**src/rtl/dtg_pkg.sv**
```systemverilog
package dtg_pkg;

   // Per-clock raster flags carried together through the output delay line.
   typedef struct packed {
      logic de;
      logic sof;
      logic hs;
      logic vs;
   } dtg_flags_t;

   // Bits needed to hold a total up to max_total (inclusive).
   function automatic int unsigned dtg_cnt_width(input int unsigned max_total);
      return (max_total < 2) ? 1 : $clog2(max_total + 1);
   endfunction

endpackage

```
**src/rtl/dtg_total_clamp.sv**
```systemverilog
module dtg_total_clamp #(
   parameter int unsigned W  = 11,
   parameter int unsigned LO = 1400,
   parameter int unsigned HI = 2000
) (
   input  logic [W-1:0] raw,
   output logic [W-1:0] legal
);

   localparam logic [W-1:0] LO_L = W'(LO);
   localparam logic [W-1:0] HI_L = W'(HI);

   if (LO > HI) begin : g_bad_window
      $error("dtg_total_clamp: LO must not exceed HI");
   end
   if (HI >= (1 << W)) begin : g_bad_width
      $error("dtg_total_clamp: HI does not fit in W bits");
   end

   always_comb begin
      if (raw < LO_L)      legal = LO_L;
      else if (raw > HI_L) legal = HI_L;
      else                 legal = raw;
   end

endmodule

```
**src/rtl/dtg_axis_counter.sv**
```systemverilog
module dtg_axis_counter #(
   parameter int unsigned W       = 11,
   parameter int unsigned ACTIVE  = 1366,
   parameter int unsigned MIN_TOT = 1400,
   parameter int unsigned MAX_TOT = 2000
) (
   input  logic         clk,
   input  logic         rst_n,
   input  logic         step,
   input  logic         load,
   input  logic [W-1:0] total_in,
   output logic [W-1:0] cnt,
   output logic         last,
   output logic         in_active
);

   localparam logic [W-1:0] ACT_L = W'(ACTIVE);
   localparam logic [W-1:0] MIN_L = W'(MIN_TOT);
   localparam logic [W-1:0] MAX_L = W'(MAX_TOT);
   localparam logic [W-1:0] ONE_L = W'(1);

   if (MIN_TOT <= ACTIVE) begin : g_bad_blank
      $error("dtg_axis_counter: minimum total must exceed active count");
   end

   logic [W-1:0] total_q;
   logic [W-1:0] cnt_q;

   assign last      = (cnt_q == (total_q - ONE_L));
   assign in_active = (cnt_q < ACT_L);
   assign cnt       = cnt_q;

   // Shadowed total: only replaced on a load strobe (frame boundary).
   always_ff @(posedge clk or negedge rst_n) begin
      if (!rst_n) begin
         total_q <= MAX_L;
      end else if (load) begin
         total_q <= total_in;
      end
   end

   // Position counter; wraps after total-1 using the total in force.
   always_ff @(posedge clk or negedge rst_n) begin
      if (!rst_n) begin
         cnt_q <= '0;
      end else if (step) begin
         cnt_q <= last ? '0 : (cnt_q + ONE_L);
      end
   end

   // position never reaches the total that bounds it
   a_r11_cnt_below_total: assert property (@(posedge clk) disable iff (!rst_n)
      cnt_q < total_q);

   // the total in force always lies in the legal window
   a_r5_r6_total_legal: assert property (@(posedge clk) disable iff (!rst_n)
      (total_q >= MIN_L) && (total_q <= MAX_L));

   // the total only moves on a frame-boundary load
   a_r7_total_frozen: assert property (@(posedge clk) disable iff (!rst_n)
      !load |=> $stable(total_q));

endmodule

```
**src/rtl/dtg_de_timing.sv**
```systemverilog
module dtg_de_timing #(
   parameter int unsigned H_ACTIVE = 1366,
   parameter int unsigned V_ACTIVE = 768,
   parameter int unsigned H_MIN    = 1400,
   parameter int unsigned H_MAX    = 2000,
   parameter int unsigned V_MIN    = 773,
   parameter int unsigned V_MAX    = 1000,
   parameter int unsigned REQ_LEAD = 2,
   parameter bit          SYNC_EN  = 1'b1,
   parameter int unsigned HS_WIDTH = 16,
   parameter int unsigned VS_WIDTH = 2,
   localparam int unsigned HW = dtg_pkg::dtg_cnt_width(H_MAX),
   localparam int unsigned VW = dtg_pkg::dtg_cnt_width(V_MAX)
) (
   input  logic          clk,
   input  logic          rst_n,
   input  logic [HW-1:0] htotal_cfg,
   input  logic [VW-1:0] vtotal_cfg,
   output logic          pix_req,
   output logic          de,
   output logic [HW-1:0] hpos,
   output logic [VW-1:0] vpos,
   output logic          sof,
   output logic          hsync,
   output logic          vsync
);

   import dtg_pkg::*;

   // ---------------- elaboration checks ----------------
   if (H_MIN <= H_ACTIVE) begin : g_chk_hblank
      $error("dtg_de_timing: H_MIN must exceed H_ACTIVE");
   end
   if (V_MIN <= V_ACTIVE) begin : g_chk_vblank
      $error("dtg_de_timing: V_MIN must exceed V_ACTIVE");
   end
   if (SYNC_EN && (HS_WIDTH > H_MIN - H_ACTIVE)) begin : g_chk_hs
      $error("dtg_de_timing: HS_WIDTH exceeds shortest horizontal blanking");
   end
   if (SYNC_EN && (VS_WIDTH > V_MIN - V_ACTIVE)) begin : g_chk_vs
      $error("dtg_de_timing: VS_WIDTH exceeds shortest vertical blanking");
   end
   if (REQ_LEAD > 16) begin : g_chk_lead
      $error("dtg_de_timing: REQ_LEAD limited to 16");
   end

   // ---------------- totals: clamp then shadow ----------------
   logic [HW-1:0] htot_legal;
   logic [VW-1:0] vtot_legal;

   dtg_total_clamp #(.W(HW), .LO(H_MIN), .HI(H_MAX)) u_hclamp (
      .raw   (htotal_cfg),
      .legal (htot_legal)
   );

   dtg_total_clamp #(.W(VW), .LO(V_MIN), .HI(V_MAX)) u_vclamp (
      .raw   (vtotal_cfg),
      .legal (vtot_legal)
   );

   // ---------------- raster counters ----------------
   logic          primed;
   logic          frame_load;
   logic [HW-1:0] h_cnt;
   logic [VW-1:0] v_cnt;
   logic          h_last, v_last, h_act, v_act;

   // One idle cycle after reset so the first frame loads real totals.
   always_ff @(posedge clk or negedge rst_n) begin
      if (!rst_n) primed <= 1'b0;
      else        primed <= 1'b1;
   end

   assign frame_load = !primed || (h_last && v_last);

   dtg_axis_counter #(.W(HW), .ACTIVE(H_ACTIVE), .MIN_TOT(H_MIN), .MAX_TOT(H_MAX)) u_hcnt (
      .clk       (clk),
      .rst_n     (rst_n),
      .step      (primed),
      .load      (frame_load),
      .total_in  (htot_legal),
      .cnt       (h_cnt),
      .last      (h_last),
      .in_active (h_act)
   );

   dtg_axis_counter #(.W(VW), .ACTIVE(V_ACTIVE), .MIN_TOT(V_MIN), .MAX_TOT(V_MAX)) u_vcnt (
      .clk       (clk),
      .rst_n     (rst_n),
      .step      (primed && h_last),
      .load      (frame_load),
      .total_in  (vtot_legal),
      .cnt       (v_cnt),
      .last      (v_last),
      .in_active (v_act)
   );

   // ---------------- raw flags ----------------
   dtg_flags_t raw_f;
   logic       raw_hs, raw_vs;

   if (SYNC_EN) begin : g_sync
      localparam logic [HW-1:0] HS_BEG = HW'(H_ACTIVE);
      localparam logic [HW-1:0] HS_END = HW'(H_ACTIVE + HS_WIDTH);
      localparam logic [VW-1:0] VS_BEG = VW'(V_ACTIVE);
      localparam logic [VW-1:0] VS_END = VW'(V_ACTIVE + VS_WIDTH);
      assign raw_hs = primed && (h_cnt >= HS_BEG) && (h_cnt < HS_END);
      assign raw_vs = primed && (v_cnt >= VS_BEG) && (v_cnt < VS_END);
   end else begin : g_nosync
      assign raw_hs = 1'b0;
      assign raw_vs = 1'b0;
   end

   always_comb begin
      raw_f.de  = primed && h_act && v_act;
      raw_f.sof = primed && (h_cnt == '0) && (v_cnt == '0);
      raw_f.hs  = raw_hs;
      raw_f.vs  = raw_vs;
   end

   // ---------------- stage 0: request point ----------------
   dtg_flags_t    s0_f;
   logic [HW-1:0] s0_h;
   logic [VW-1:0] s0_v;

   always_ff @(posedge clk or negedge rst_n) begin
      if (!rst_n) begin
         s0_f <= '0;
         s0_h <= '0;
         s0_v <= '0;
      end else begin
         s0_f <= raw_f;
         s0_h <= h_cnt;
         s0_v <= v_cnt;
      end
   end

   assign pix_req = s0_f.de;

   // ---------------- output delay line ----------------
   dtg_flags_t    out_f;
   logic [HW-1:0] out_h;
   logic [VW-1:0] out_v;

   if (REQ_LEAD == 0) begin : g_nolead
      assign out_f = s0_f;
      assign out_h = s0_h;
      assign out_v = s0_v;
   end else begin : g_lead
      dtg_flags_t    dl_f [REQ_LEAD];
      logic [HW-1:0] dl_h [REQ_LEAD];
      logic [VW-1:0] dl_v [REQ_LEAD];

      always_ff @(posedge clk or negedge rst_n) begin
         if (!rst_n) begin
            for (int i = 0; i < REQ_LEAD; i++) begin
               dl_f[i] <= '0;
               dl_h[i] <= '0;
               dl_v[i] <= '0;
            end
         end else begin
            dl_f[0] <= s0_f;
            dl_h[0] <= s0_h;
            dl_v[0] <= s0_v;
            for (int i = 1; i < REQ_LEAD; i++) begin
               dl_f[i] <= dl_f[i-1];
               dl_h[i] <= dl_h[i-1];
               dl_v[i] <= dl_v[i-1];
            end
         end
      end

      assign out_f = dl_f[REQ_LEAD-1];
      assign out_h = dl_h[REQ_LEAD-1];
      assign out_v = dl_v[REQ_LEAD-1];
   end

   assign de    = out_f.de;
   assign sof   = out_f.sof;
   assign hsync = out_f.hs;
   assign vsync = out_f.vs;
   assign hpos  = out_h;
   assign vpos  = out_v;

   // ---------------- properties on the outputs ----------------
   // frame marker sits on the first enabled pixel of line 0
   a_r8_sof_on_origin: assert property (@(posedge clk) disable iff (!rst_n)
      sof |-> (de && (hpos == '0) && (vpos == '0)));

   // frame marker lasts a single clock
   a_r8_sof_single: assert property (@(posedge clk) disable iff (!rst_n)
      sof |=> !sof);

   // column steps by one inside an enabled run
   a_r2_hpos_advances: assert property (@(posedge clk) disable iff (!rst_n)
      (de && (hpos != '0)) |-> (hpos == HW'($past(hpos) + 1'b1)));

   // enable only appears on active line numbers
   a_r3_de_line_range: assert property (@(posedge clk) disable iff (!rst_n)
      de |-> (vpos < VW'(V_ACTIVE)));

   // sync strobes never overlap enabled pixels
   a_r10_sync_in_blank: assert property (@(posedge clk) disable iff (!rst_n)
      (hsync || vsync) |-> !de);

endmodule

```
**config.mk**
```make
export PLATFORM = sky130hd
export DESIGN_NAME = dtg_de_timing
export DESIGN_NICKNAME = d
export VERILOG_FILES = /design/src/rtl/dtg_pkg.sv /design/src/rtl/dtg_total_clamp.sv /design/src/rtl/dtg_axis_counter.sv /design/src/rtl/dtg_de_timing.sv
export SDC_FILE = /design/constraint.sdc
export NUM_CORES = 1
export LEC_CHECK = 0
export ABC_CLOCK_PERIOD_IN_PS = 2800
export BUFFER_PORTS_ARGS = -buffer_cell sky130_fd_sc_hd__buf_4
export CAP_MARGIN = 40
export CELL_PAD_IN_SITES_DETAIL_PLACEMENT = 1
export CELL_PAD_IN_SITES_GLOBAL_PLACEMENT = 1
export CORE_UTILIZATION = 25
export DETAILED_ROUTE_END_ITERATION = 6
export GPL_ROUTABILITY_DRIVEN = 0
export PLACE_DENSITY = 0.5
export SLEW_MARGIN = 20
export SYNTH_ARGS = -nofsm -noshare
export SYNTH_HDL_FRONTEND = slang
export SYNTH_SLANG_ARGS = --single-unit
```
**constraint.sdc**
```tcl
create_clock -name clk -period 2.8 [get_ports clk]
set_input_delay 0.7 -clock clk [delete_from_list [all_inputs] [get_ports clk]]
set_output_delay 0.7 -clock clk [all_outputs]
set_load 0.1 [all_outputs]
```
==> Yosys cells after proc, flatten, opt, wreduce, memory -nomap -nowiden <==
Cells that the tools add are included.
{ "word_totals": {"ff_bits": 118, "latch_bits": 0, "ram_bits": 0, "rom_bits": 0, "in_bits": 23, "output_inout_bits": 26, "elab_cells": 59, "n_memories": 0} }
{ "op_classes": {"addsub": 4, "n_mul": 0, "div": 0, "magnitude_cmp": 10, "n_eq_ne": 2, "shift": 0, "n_mux": 6, "bitwise": 0, "n_reduce_logical": 14} }
{ "op_table": {"columns": ["operator", "count"], "rows": [
  ["$lt A11 B11 Y1 const B", 3],
  ["$mux W11", 3],
  ["$lt A10 B10 Y1 const B", 3],
  ["$mux W10", 3],
  ["$add A11 B1 Y11 const B", 1],
  ["$eq A11 B11 Y1", 1],
  ["$ge A11 B11 Y1 const B", 1],
  ["$gt A11 B11 Y1 const B", 1],
  ["$logic_not A11 Y1", 1],
  ["$sub A11 B1 Y11 const B", 1],
  ["$add A10 B1 Y10 const B", 1],
  ["$eq A10 B10 Y1", 1],
  ["$ge A10 B10 Y1 const B", 1],
  ["$gt A10 B10 Y1 const B", 1],
  ["$logic_and A1 B1 Y1", 10],
  ["$logic_not A10 Y1", 1],
  ["$sub A10 B1 Y10 const B", 1],
  ["$logic_not A1 Y1", 1],
  ["$logic_or A1 B1 Y1", 1]
]} }

==> Logic depth before layout (Yosys ltp) <==
Gate-level depths: netlist (run 1).
{ "depth": {"depth_word": 4, "ltp_mapped": 11, "depth_no_buf": 9} }

==> Modules after synthesis <==
From an unflattened synthesis (run 1), not the netlist that was laid out.
{ "unflattened": {"hier_cells": 460, "hier_area_um2": 5286.3} }
{ "modules_own_cells": {"columns": ["module", "instances", "cells_per_inst", "area_each_um2", "seq_area_each_um2"], "rows": [
  ["dtg_de_timing", 1, 118, 2184.6, 1901.8],
  ["dtg_axis_counter (u_hcnt)", 1, 163, 1524.0, 558.0],
  ["dtg_axis_counter (u_vcnt)", 1, 133, 1302.5, 508.0],
  ["dtg_total_clamp (u_hclamp)", 1, 26, 142.6, 0.0],
  ["dtg_total_clamp (u_vclamp)", 1, 20, 132.6, 0.0]
]} }

==> Least setup slack after synthesis (run 1) <==
Ideal clock, no wire load.
{ "synth_timing": {"path_kind": "register to register", "from": "register u_hcnt.total_q[0]", "to": "register u_hcnt.total_q[3]", "setup_time_ns": 0.127, "arrival_time_ns": 2.896, "t_required_ns": 2.673, "slack_ns": -0.224, "stages_incl_launch_ff": 12, "path_buffers": 2, "synth_period_minus_slack_ns": 3.024, "path_cell_list": "dfrtp_1 > inv_1 > ha_1 > nor3b_1 > a21boi_1 > o41ai_1 > a21oi_1 > or4_1 > clkbuf_1 > o21ai_4 > buf_6 > mux2_1"} }
{ "synth_via": {"elab_chain_len": 4} }
{ "synth_rtl": {"columns": ["item", "line_no", "text"], "rows": [
  ["start, declared", "dtg_axis_counter.sv:26", "logic [W-1:0] total_q;"],
  ["start signal, assigned", "dtg_axis_counter.sv:38", "total_q <= total_in;"],
  ["$sub A11 B1 Y11", "dtg_axis_counter.sv:29", "assign last = (cnt_q == (total_q - ONE_L));"],
  ["$eq A11 B11 Y1", "dtg_axis_counter.sv:29", null],
  ["$logic_and A1 B1 Y1", "dtg_de_timing.sv:74", "assign frame_load = !primed || (h_last && v_last);"],
  ["$logic_or A1 B1 Y1", "dtg_de_timing.sv:74", null]
]} }
Every way passes these cells.
A chain may end at the register's enable or synchronous reset.

==> Worst setup path after layout (run 1) <==
{ "layout_timing": {"from": "register u_vcnt.total_q[2]", "to": "register u_vcnt.total_q[2]"} }
{ "layout_via": {"elab_chain_len": 4} }
{ "layout_rtl": {"columns": ["item", "line_no"], "rows": [
  ["start, declared", "dtg_axis_counter.sv:26"],
  ["start signal, assigned", "dtg_axis_counter.sv:38"],
  ["$sub A10 B1 Y10", "dtg_axis_counter.sv:29"],
  ["$eq A10 B10 Y1", "dtg_axis_counter.sv:29"],
  ["$logic_and A1 B1 Y1", "dtg_de_timing.sv:74"],
  ["$logic_or A1 B1 Y1", "dtg_de_timing.sv:74"]
]} }
Every way passes these cells.

==> results of run 1 <==
[timing repair]
action	4_1_cts	5_1_grt
setup endpoints to repair	12	35
setup buffers	2	10
pin swaps	3	8
cloned	1	0
gates resized for setup	2	32
hold endpoints to repair	0	0
[per-layer routing]
| metal | wire length, um | global-route usage (%) | part of all wire [%] |
|---|---|---|---|
| met4 | 170 | 4.89 | 1.4 |
| met3 | 397 | 3.58 | 3.3 |
| met1 | 5930 | 16.2 | 50 |
| met2 | 5450 | 17.5 | 46 |
| met5 | 0 | 0 | 0 |
[kinds of logic (layout without fill, tap and decap cells)]
logic type | count (synthesis) | in the layout | synth area share, %
AOI/OAI and AO/OA | 77 | 77 | 10.7
xor gates and xnor gates | 27 | 27 | 4.89
adders and majority gates | 6 | 6 | 1.47
buffers and inverters | 63 | 144 | 6.48
DFF | 118 | 118 | 58.0
muxes | 20 | 20 | 4.16
other | 1 | 1 | 0.0733
and+or+nand+nor | 135 | 135 | 14.2
[flip-flops by register name, summed over array words and instances, names as in the netlist, 11 cells and up]
signal and count:
s0_h 11, g_lead.dl_h 11, hpos 11, u_hcnt.cnt 11, u_hcnt.total_q 11
[area by class of cell]
| class | instances | area (um^2) |
|---|---|---|
| flip-flops and latches | 118 | 2970 |
| clock buffers | 21 | 460 |
| clock inverters | 11 | 103 |
| fillers | 2204 | 13100 |
| multi-input cells | 266 | 1950 |
| repair buffers | 90 | 777 |
| inverters | 22 | 82.6 |
| well taps | 265 | 332 |
[path summary, 6_finish.rpt]
| path | endpoint | slack (ns) | cells after the start |
|---|---|---|---|
| max in group asynchronous | u_hcnt.total_q[9]$_DFFE_PN1P_ | 1.72 | 2 |
| min in group clk | hpos[2]$_DFF_PN0_ | 0.34 | 0 |
| setup / recovery | u_vcnt.total_q[2]$_DFFE_PN0P_ | 0.02 | 9 |
| hold reg to reg | hpos[2]$_DFF_PN0_ | 0.34 | 0 |
| hold / removal | hpos[6]$_DFF_PN0_ | 0.27 | 1 |
| setup reg to reg | u_vcnt.total_q[2]$_DFFE_PN0P_ | 0.02 | 9 |
[through the flow]
stage	hold WS, ns	utilization [%]	area (um^2)	total power, uW
6_report	0.267	33.7	6670	4990
5_1_grt	0.303	33.7	6670	5230
4_1_cts	0.270	32.7	6460	5010
3_5_place_dp	0.336	29.5	5830	2920
3_3_place_gp	0.332	29.5	5830	2900
2_1_floorplan	0.331	-	5150	2660
[power by group]
group	switching, uW	internal (uW)
Sequential	130	1880
Combinational	624	311
Clock	782	1260
Total	1540	3460
[layout by cell type (no fill, tap or decap), drive strengths merged, types with 8 or more instances in the layout]
cell,n
o31ai,10
o21ai,21
xnor2,14
and3,8
nand4,8
nor2,27
nor4,9
nand3,18
nor3,10
a21oi,14
dfrtp,106
buf,90
xor2,12
mux2,10
mux2i,10
dfstp,12
nand2,22
clkbuf,21
inv,22
[worst max-delay path: cells and delay by family (launching register included)]
| kind | cells | cell delay, ns |
|---|---|---|
| buf+inv | 2 | 0.26 |
| flops | 1 | 0.37 |
| mux | 1 | 0.29 |
| compound gates | 3 | 0.78 |
| simple gates | 3 | 0.97 |
==> metrics.yaml, run 1 <==
logic_synthesis:
  netlist_instances: 447
  postSynth.asyncResetShare_pct: 100
  synth-seq-cells: 118
  netlist_area_mm2: 0.00512
  yosysTopAreaCellShare_pct: 51.8
  syn_area_per_cell_um2: 11.4
  syn_nets: 476
  synth_ff_type: "dfrtp_1"
  synth-seq-area-share_pct: 58.0
  synth-edff-count: 0
  synth_most_common_cell: "dfrtp_1"
  yosysTopAreaCell: "dfrtp_1"
  ys_types: 59
  synth_area_leaders: "dfrtp_1 52%, dfstp_2 6.2%, buf_4 3.1%, xnor2_1 2.4%, xor2_1 2.1%"
  synth_warnings: 0
  yosys-top-cells-count: "106 x dfrtp_1, 27 x nor2_1, 22 x inv_1"
floorplanning:
  ioPinCount: 49
  chipHeight_um: 145
  die_area_mm2: 0.0210
  initial_core_util_pct: 25.9
  num_rows: 51
  dieWidth_um: 145
  core_area_mm2: 0.0198
layout:
  drive_gt1_share_pct: 32.2
  syn_to_final_growth_pct: 30.4
  num_antenna_cells: 0
  final_cells: 793
  nNetsFinal: 544
pwr:
  powerDensity_mw_per_mm2: 749
  p_leak_uw: 0.00300
  ir_drop_mv: 0.366
worst_setup_path:
  cp-start-kind: "flip-flop"
  critical_path.most_common_cell: "buf_12"
  crit_path_start: "u_vcnt.total_q[2]$_DFFE_PN0P_"
  cp.arrival_ns: 3.07
  critPathMaxFanout: 3
  crit_chain: "or4_4 > or3_1 > a21o_1 > a2111oi_4 > nand2_4 > o21ai_4 > buf_12 > buf_12 > mux2_4"
  end_kind: "flip-flop"
  cp.required_ns: 3.10
  crit_path_max_incr_delay_ns: 0.54
  r2r_start: "u_vcnt.total_q[2]$_DFFE_PN0P_"
  crit_type: "flip-flop to flip-flop"
  cp_slowest_cell: "or4_4"
sta:
  fin_crit_sh_pct: 99.1
  layout_setup_ws_ns: 0.0247
  slew_headroom_pct: 62.8
  rsz0062_at_grt: "yes"
  worst_pin_slew_ns: 0.552
  slew_viol_final: 0
  setup_viol: 0
  finClkSkew_ns: 0.00707
  tns_ns: 0
  hold_viol: 0
  fmax_ghz: 0.360
  fin_crit_ns: 2.78
grt:
  overflow: 0
  grt_pass1_vias: 3772
  grt_pass1_wl_um: 19600
  track_usage_pct: 11.9
  antenna_found_initial: 0
  grt_max_degree: 52
status:
  outcome: "finished clean"
cts:
  numCtsBuffers: 17
  cts_buffer_depth: 2
  holdBufCountCts: 0
  root_buffer: "clkbuf_16"
  numClockSinks: 118
  cts_tree: "done"
  cts.clk_slew.worst_paths_ns: 0.05
  htreeDepth: 4
  clk_latency_ns: 0.41
detailed_routing:
  vias: 3539
  viasPerCell: 4.46
  drt-total-wl_um: 12000
  routed_wire_length_per_instance_um: 15.1
  ant_nets: 0
  first_pass_iters: 5
  initialDrtViolationCount: 140
  post-route-drc-count: 0
placed_design:
  place_inst: 749
  place_ws_ns: -0.0164
  hpwl_um: 8220
  portBuffers: 48
hold_path:
  hp-class: "input port to async pin"
run:
  maxCapViolCount: 0
Note: power is estimated with default switching activity, not from simulation.
==> inputs of run 2 (changes only) <==
--- a/config.mk
+++ b/config.mk
@@ -5,15 +5,16 @@
 export SDC_FILE = /design/constraint.sdc
 export NUM_CORES = 1
 export LEC_CHECK = 0
-export ABC_CLOCK_PERIOD_IN_PS = 2800
+export ABC_CLOCK_PERIOD_IN_PS = 2900
 export BUFFER_PORTS_ARGS = -buffer_cell sky130_fd_sc_hd__buf_4
 export CAP_MARGIN = 40
 export CELL_PAD_IN_SITES_DETAIL_PLACEMENT = 1
 export CELL_PAD_IN_SITES_GLOBAL_PLACEMENT = 1
+export CORE_MARGIN = 8
 export CORE_UTILIZATION = 25
 export DETAILED_ROUTE_END_ITERATION = 6
 export GPL_ROUTABILITY_DRIVEN = 0
-export PLACE_DENSITY = 0.5
+export PLACE_DENSITY = 0.48
 export SLEW_MARGIN = 20
 export SYNTH_ARGS = -nofsm -noshare
 export SYNTH_HDL_FRONTEND = slang
==> constraint.sdc (replaced) <==
create_clock -name clk -period 2.9 [get_ports clk]
set_input_delay 0.725 -clock clk [delete_from_list [all_inputs] [get_ports clk]]
set_output_delay 0.725 -clock clk [all_outputs]
set_load 0.1 [all_outputs]
==> metrics.yaml, run 2 (synthesized netlist as in run 1, its figures left out) <==
layout:
  nFillCells: 2241  # was 2204
  num_antenna_cells: 0  # unchanged
  syn_to_final_growth_pct: 27.2  # was 30.4%
  multi_input_area_mm2: 0.00185  # was 0.00195 mm^2
  final_cells: 790  # was 793
  final_util_pct: 32.3  # was 33.7%
  seq_area_mm2: 0.00297  # unchanged
  layout_commonest_cell: "dfrtp_1"  # unchanged
  drive_gt1_share_pct: 27.1  # was 32.2%
  final_cell_mix: "106 x dfrtp_1, 79 x buf_4, 27 x nor2_1, 22 x inv_1, 21 x nand2_1"  # was 106 x dfrtp_1, 80 x buf_4, 26 x nor2_1, 21 x nand2_1, 20 x inv_1
  nNetsFinal: 536  # was 544
detailed_routing:
  first_pass_iters: 4  # was 5
  initialDrtViolationCount: 128  # was 140
  vias: 3472  # was 3539
  routed_wire_length_per_instance_um: 15.0  # was 15.1 um
  post-route-drc-count: 0  # unchanged
  ant_nets: 0  # unchanged
  drt-total-wl_um: 11800  # was 12000 um
  viasPerCell: 4.39  # was 4.46
cts:
  htreeDepth: 4  # unchanged
  holdBufCountCts: 0  # unchanged
  clk_latency_ns: 0.41  # about the same
  cts_buffer_depth: 2  # unchanged
  numClockSinks: 118  # unchanged
  root_buffer: "clkbuf_16"  # unchanged
  cts_tree: "done"  # unchanged
  cts.clk_slew.worst_paths_ns: 0.06  # was 0.05 ns
  numCtsBuffers: 17  # unchanged
worst_setup_path:
  end_kind: "flip-flop"  # unchanged
  cp.required_ns: 3.19  # was 3.10 ns
  r2r_slack_ns: 0.09  # was 0.02 ns
  cp.arrival_ns: 3.10  # was 3.07 ns
  crit_path_max_incr_delay_ns: 0.52  # was 0.54 ns
  critPathTopFamily: "simple AND/OR/NAND/NOR gates"  # unchanged
  critPathMaxFanout: 10  # was 3
  cp-start-kind: "flip-flop"  # unchanged
  crit_buf_inv: 1  # was 2
  crit_type: "flip-flop to flip-flop"  # unchanged
  crit_chain: "or4_4 > or3_1 > a21o_1 > a2111oi_4 > nand2_4 > o21ai_4 > buf_12 > mux2_1"  # was or4_4 > or3_1 > a21o_1 > a2111oi_4 > nand2_4 > o21ai_4 > buf_12 > buf_12 > mux2_4
  cp_slowest_cell: "or4_4"  # unchanged
sta:
  hold_viol: 0  # unchanged
  fin_crit_sh_pct: 96.7  # was 99.1%
  setup_viol: 0  # unchanged
  fin_crit_ns: 2.81  # was 2.78 ns
  worst_pin_slew_ns: 0.542  # was 0.552 ns
  slew_headroom_pct: 63.9  # was 62.8%
  tns_ns: 0  # unchanged
  finClkSkew_ns: 0.00696  # was 0.00707 ns
  fin_hold_ws_ns: 0.267  # about the same
  slew_viol_final: 0  # unchanged
  fmax_ghz: 0.356  # was 0.360 GHz
grt:
  overflow: 0  # unchanged
  track_usage_pct: 9.82  # was 11.9%
  antenna_found_initial: 0  # unchanged
  grt_pass1_vias: 3775  # was 3772
  grt_pass1_wl_um: 20000  # was 19600 um
  grt_max_degree: 43  # was 52
pwr:
  powerDensity_mw_per_mm2: 757  # was 749 mW/mm^2
  seqPwrFrac_pct: 39.4  # was 40.3%
  p_leak_uw: 0.00292  # was 0.00300 uW
  p_int_uw: 3480  # was 3460 uW
  switchingPower_uw: 1440  # was 1540 uW
  clockPowerShare_pct: 43.5  # was 41.0%
  p_total_uw: 4920  # was 4990 uW
  ir_drop_mv: 0.356  # was 0.366 mV
  sw_frac_of_total_pct: 29.2  # was 30.8%
  comb_power_share_pct: 17.1  # was 18.7%
placed_design:
  hpwl_um: 8520  # was 8220 um
  place_inst: 750  # was 749
  portBuffers: 48  # unchanged
floorplanning:
  dieWidth_um: 159  # was 145 um
  num_rows: 52  # was 51
  chipHeight_um: 159  # was 145 um
  die_area_mm2: 0.0253  # was 0.0210 mm^2
  ioPinCount: 49  # unchanged
  initial_core_util_pct: 25.4  # was 25.9%
  core_area_mm2: 0.0202  # was 0.0198 mm^2
run:
  maxCapViolCount: 0  # unchanged
hold_path:
  hp-class: "input port to async pin"  # unchanged
status:
  outcome: "finished clean"  # unchanged
run 2: changes by cell type in the layout (fill, tap and decap cells not counted), moves of 2 or more:
cell and change:
mux2_4 -9, mux2_1 +8, buf_12 -3, buf_6 -3, clkinvlp_4 -3, bufinv_16 +2, ha_1 +2, inv_1 +2
inv_2 -2, o21ai_0 +2, o31ai_1 +2, o31ai_2 -2
run 2: layout make-up:
cell class / count / share of cell area (%)
Sequential cell: 118 / 45.6
Clock buffer: 21 / 7.08
Timing Repair Buffer: 82 / 10.1
Tap cell: 270 / 5.19
Multi-Input combinational cell: 266 / 28.4
Inverter: 22 / 1.27
Clock inverter: 11 / 2.29
run 2: metrics by stage:
stage          setup WS [ns]  cell area [um^2]
5_1_grt              -0.0148              6510
6_report              0.0949              6510
3_5_place_dp          0.0329              5790
2_1_floorplan         0.0326              5120
3_3_place_gp           0.119              5790
4_1_cts               0.0194              6400
run 2: power groups by stage:
stage	Clock, uW	Combinational (uW)	Sequential (uW)
after floorplan	0	640	1920
after global placement	0	820	1960
after detailed placement	0	835	1970
after CTS	2200	841	1940
after global routing	2280	918	1960
final	2140	841	1940
run 2: worst paths after layout:
kind | from | end | cells after the start
worst min-delay path | rst_n | hpos[7]$_DFF_PN0_ | 1
worst max register to register | u_vcnt.total_q[3]$_DFFE_PN1P_ | u_hcnt.total_q[5]$_DFFE_PN0P_ | 8
worst max-delay path | u_vcnt.total_q[3]$_DFFE_PN1P_ | u_hcnt.total_q[5]$_DFFE_PN0P_ | 8
max in group asynchronous | rst_n | u_hcnt.total_q[7]$_DFFE_PN1P_ | 2
min in group clk | s0_h[0]$_DFF_PN0_ | g_lead.dl_h[11]$_DFF_PN0_ | 0
worst min register to register | s0_h[0]$_DFF_PN0_ | g_lead.dl_h[11]$_DFF_PN0_ | 0
run 2: worst reg2reg max path, stage by stage (launching register included):
cell and delay, ns:
dfstp_2 0.40, or4_4 0.52, or3_1 0.32, a21o_1 0.19, a2111oi_4 0.46, nand2_4 0.13
o21ai_4 0.19, buf_12 0.16, mux2_1 0.32
run 2: repair_timing:
action | in CTS | in global routing
gates resized for setup | 0 | 5
setup endpoints to repair | 0 | 29
buffers inserted | 0 | 7
run 2: per-layer routing:
metal	up-vias	global-route usage (%)	part of all wire, %
li1	1665	-	-
met1	1726	12.6	49
met2	65	15.1	46
met3	16	2.79	3.5
met4	0	4.59	1.8
met5	-	0	0
==> inputs of run 3 (changes only) <==
--- a/config.mk
+++ b/config.mk
@@ -5,17 +5,19 @@
 export SDC_FILE = /design/constraint.sdc
 export NUM_CORES = 1
 export LEC_CHECK = 0
-export ABC_CLOCK_PERIOD_IN_PS = 2900
+export ABC_CLOCK_PERIOD_IN_PS = 3000
 export BUFFER_PORTS_ARGS = -buffer_cell sky130_fd_sc_hd__buf_4
 export CAP_MARGIN = 40
 export CELL_PAD_IN_SITES_DETAIL_PLACEMENT = 1
 export CELL_PAD_IN_SITES_GLOBAL_PLACEMENT = 1
 export CORE_MARGIN = 8
 export CORE_UTILIZATION = 25
+export CTS_CLUSTER_DIAMETER = 30
 export DETAILED_ROUTE_END_ITERATION = 6
 export GPL_ROUTABILITY_DRIVEN = 0
 export PLACE_DENSITY = 0.48
 export SLEW_MARGIN = 20
 export SYNTH_ARGS = -nofsm -noshare
 export SYNTH_HDL_FRONTEND = slang
+export SYNTH_HIERARCHICAL = 1
 export SYNTH_SLANG_ARGS = --single-unit
==> constraint.sdc (replaced) <==
create_clock -name clk -period 3 [get_ports clk]
set_input_delay 0.75 -clock clk [delete_from_list [all_inputs] [get_ports clk]]
set_output_delay 0.75 -clock clk [all_outputs]
set_load 0.1 [all_outputs]
==> metrics.yaml, run 3 <==
logic_synthesis:
  ys_types: 66  # was 59
  synth_warnings: 6  # was 0
  netlist_area_mm2: 0.00529  # was 0.00512 mm^2
  yosysTopAreaCellShare_pct: 50.2  # was 51.8%
  synth_area_leaders: "dfrtp_1 50%, dfstp_2 6.0%, buf_4 3.7%, mux2_2 3.0%, xor2_1 2.7%"  # was dfrtp_1 52%, dfstp_2 6.2%, buf_4 3.1%, xnor2_1 2.4%, xor2_1 2.1%
  synth-seq-cells: 118  # unchanged
  synth_most_common_cell: "dfrtp_1"  # unchanged
  synth-seq-area-share_pct: 56.1  # was 58.0%
  postSynth.asyncResetShare_pct: 100  # unchanged
  netlist_instances: 460  # was 447
  synth_ff_type: "dfrtp_1"  # unchanged
  yosys-top-cells-count: "106 x dfrtp_1, 35 x nor2_1, 31 x nand2_1"  # was 106 x dfrtp_1, 27 x nor2_1, 22 x inv_1
  yosysTopAreaCell: "dfrtp_1"  # unchanged
  synth-edff-count: 0  # unchanged
  syn_area_per_cell_um2: 11.5  # was 11.4 um^2
worst_setup_path:
  critPathTopFamily: "simple AND/OR/NAND/NOR gates"  # unchanged
  cp.arrival_ns: 3.13  # was 3.10 ns
  cp-start-kind: "flip-flop"  # unchanged
  critPathMaxFanout: 8  # was 10
  crit_path_max_incr_delay_ns: 0.42  # was 0.52 ns
  r2r_cells: 15  # was 8
  crit_chain: "buf_4 > nor4_4 > buf_6 > buf_4 > o211ai_1 > a21o_1 > nor2_1 > nor3_2 > nor3b_4 > and2_4 > buf_4 > buf_4 > and4_1 > buf_4 > a2111oi_4"  # was or4_4 > or3_1 > a21o_1 > a2111oi_4 > nand2_4 > o21ai_4 > buf_12 > mux2_1
  cp_slowest_cell: "dfrtp_1"  # was or4_4
  critical_path_depth: 15  # was 8
  end_kind: "flip-flop"  # unchanged
  cp.required_ns: 3.31  # was 3.19 ns
  critical_path.most_common_cell: "buf_4"
  crit_type: "flip-flop to flip-flop"  # unchanged
  crit_buf_inv: 6  # was 1
cts:
  numCtsBuffers: 17  # unchanged
  clk_latency_ns: 0.41  # about the same
  root_buffer: "clkbuf_16"  # unchanged
  cts.clk_slew.worst_paths_ns: 0.06  # about the same
  cts_tree: "done"  # unchanged
  htreeDepth: 4  # unchanged
  holdBufCountCts: 0  # unchanged
  numClockSinks: 118  # unchanged
  cts_buffer_depth: 2  # unchanged
floorplanning:
  num_rows: 53  # was 52
  ioPinCount: 49  # unchanged
  initial_core_util_pct: 25.3  # was 25.4%
  chipHeight_um: 161  # was 159 um
  dieWidth_um: 161  # was 159 um
  die_area_mm2: 0.0261  # was 0.0253 mm^2
  core_area_mm2: 0.0209  # was 0.0202 mm^2
detailed_routing:
  routed_wire_length_per_instance_um: 14.6  # was 15.0 um
  first_pass_iters: 4  # unchanged
  ant_nets: 0  # unchanged
  drt-total-wl_um: 12100  # was 11800 um
  viasPerCell: 4.40  # was 4.39
  vias: 3631  # was 3472
  initialDrtViolationCount: 164  # was 128
  post-route-drc-count: 0  # unchanged
layout:
  final_util_pct: 32.2  # was 32.3%
  syn_to_final_growth_pct: 27.1  # was 27.2%
  num_antenna_cells: 0  # unchanged
  final_cell_mix: "106 x dfrtp_1, 91 x buf_4, 35 x nor2_1, 31 x nand2_1, 26 x o21ai_0"  # was 106 x dfrtp_1, 79 x buf_4, 27 x nor2_1, 22 x inv_1, 21 x nand2_1
  nNetsFinal: 565  # was 536
  drive_gt1_share_pct: 33.6  # was 27.1%
  layout_commonest_cell: "dfrtp_1"  # unchanged
  final_cells: 826  # was 790
  fin_area_mm2: 0.00672  # was 0.00651 mm^2
run:
  maxCapViolCount: 0  # unchanged
sta:
  setup_viol: 0  # unchanged
  fmax_ghz: 0.354  # was 0.356 GHz
  slew_headroom_pct: 57.2  # was 63.9%
  slew_viol_final: 0  # unchanged
  fin_crit_sh_pct: 94.1  # was 96.7%
  worst_pin_slew_ns: 0.635  # was 0.542 ns
  rsz0062_at_grt: "yes"
  hold_viol: 0  # unchanged
  tns_ns: 0  # unchanged
  fin_crit_ns: 2.82  # was 2.81 ns
  finClkSkew_ns: 0.00866  # was 0.00696 ns
pwr:
  ir_drop_mv: 0.281  # was 0.356 mV
  p_total_uw: 4750  # was 4920 uW
  sw_frac_of_total_pct: 32.3  # was 29.2%
  powerDensity_mw_per_mm2: 707  # was 757 mW/mm^2
  p_int_uw: 3220  # was 3480 uW
  comb_power_share_pct: 20.8  # was 17.1%
  clockPowerShare_pct: 39.1  # was 43.5%
  seqPwrFrac_pct: 40.1  # was 39.4%
  p_leak_uw: 0.00305  # was 0.00292 uW
  switchingPower_uw: 1530  # was 1440 uW
placed_design:
  place_inst: 786  # was 750
  portBuffers: 48  # unchanged
  place_area_mm2: 0.00607  # was 0.00579 mm^2
  hpwl_um: 8750  # was 8520 um
grt:
  grt_pass1_wl_um: 20600  # was 20000 um
  track_usage_pct: 9.84  # was 9.82%
  antenna_found_initial: 0  # unchanged
  overflow: 0  # unchanged
  grt_max_degree: 45  # was 43
  grt_pass1_vias: 4047  # was 3775
hold_path:
  hp-class: "input port to async pin"  # unchanged
status:
  outcome: "finished clean"  # unchanged
==> run 3: cell count changes in the layout (fill, tap and decap cells not counted), sizes merged, moves of 6 or more <==
cell	before	now
o31ai	10	0
a21boi	6	0
mux2i	10	2
o21ai	21	30
nor2	27	35
nand3	18	10
buf	81	94
inv	23	16
nand2	22	31
and3	8	14
==> run 3: metal layers <==
layer	global-route usage (%)	wire (um)	vias up
li1	-	-	1745
met1	12.6	5800	1802
met2	15.2	5600	70
met3	2.88	513	14
met4	4.21	178	0
met5	0	0	-
==> run 3: cell families (layout without fill, tap and decap cells) <==
kind of cell             Yosys count  in the layout  synth area share (%)
AND/OR/NAND/NOR                  166            166                  18.6
flip-flops                       118            118                  56.1
AO/OA/AOI/OAI                     72             72                  9.78
buffers and inverters             50            140                  5.82
XOR/XNOR                          31             31                  5.14
multiplexers                      16             16                  3.36
adder cells (fa/ha/maj)            4              4                 0.947
other                              3              4                 0.213
==> run 3: layout make-up <==
class,instances,area [um^2]
Tap cell,275,344
Sequential cell,118,2970
Inverter,14,52.6
Clock buffer,19,453
Clock inverter,13,100
Timing Repair Buffer,94,734
Fill cell,2323,14200
Multi-Input combinational cell,293,2070
==> run 3: what timing repair did <==
item	in CTS	in global routing
pin swaps	2	8
buffers inserted	4	4
endpoints found under the setup margin	20	25
gates resized for setup	3	8
==> run 3: path summary, 6_finish.rpt <==
| path | start | to | slack (ns) |
|---|---|---|---|
| min in group clk | g_lead.dl_v[10]$_DFF_PN0_ | vpos[0]$_DFF_PN0_ | 0.35 |
| hold reg to reg | g_lead.dl_v[10]$_DFF_PN0_ | vpos[0]$_DFF_PN0_ | 0.35 |
| max in group asynchronous | rst_n | u_vcnt/cnt[1]$_DFFE_PN0P_ | 1.97 |
| setup reg to reg | u_hcnt/total_q[1]$_DFFE_PN0P_ | u_vcnt/cnt[5]$_DFFE_PN0P_ | 0.18 |
| hold / removal | rst_n | u_vcnt/total_q[4]$_DFFE_PN0P_ | 0.35 |
| setup / recovery | u_hcnt/total_q[1]$_DFFE_PN0P_ | u_vcnt/cnt[5]$_DFFE_PN0P_ | 0.18 |
==> run 3: through the flow <==
| step | worst slack [ns] | hold slack (ns) |
|---|---|---|
| after floorplan | 0.0153 | 0.331 |
| after global placement | -0.133 | 0.333 |
| after detailed placement | -0.291 | 0.336 |
| after CTS | 0.0107 | 0.349 |
| after global routing | -0.0286 | 0.349 |
| final | 0.178 | 0.345 |
==> run 3: power groups by stage <==
stage          clock [uW]  combinational (uW)  sequential [uW]
2_1_floorplan           0                 720             1920
5_1_grt              2010                1070             1940
6_report             1860                 989             1910
3_3_place_gp            0                 947             1930
3_5_place_dp            0                 965             1940
4_1_cts              1920                 979             1910
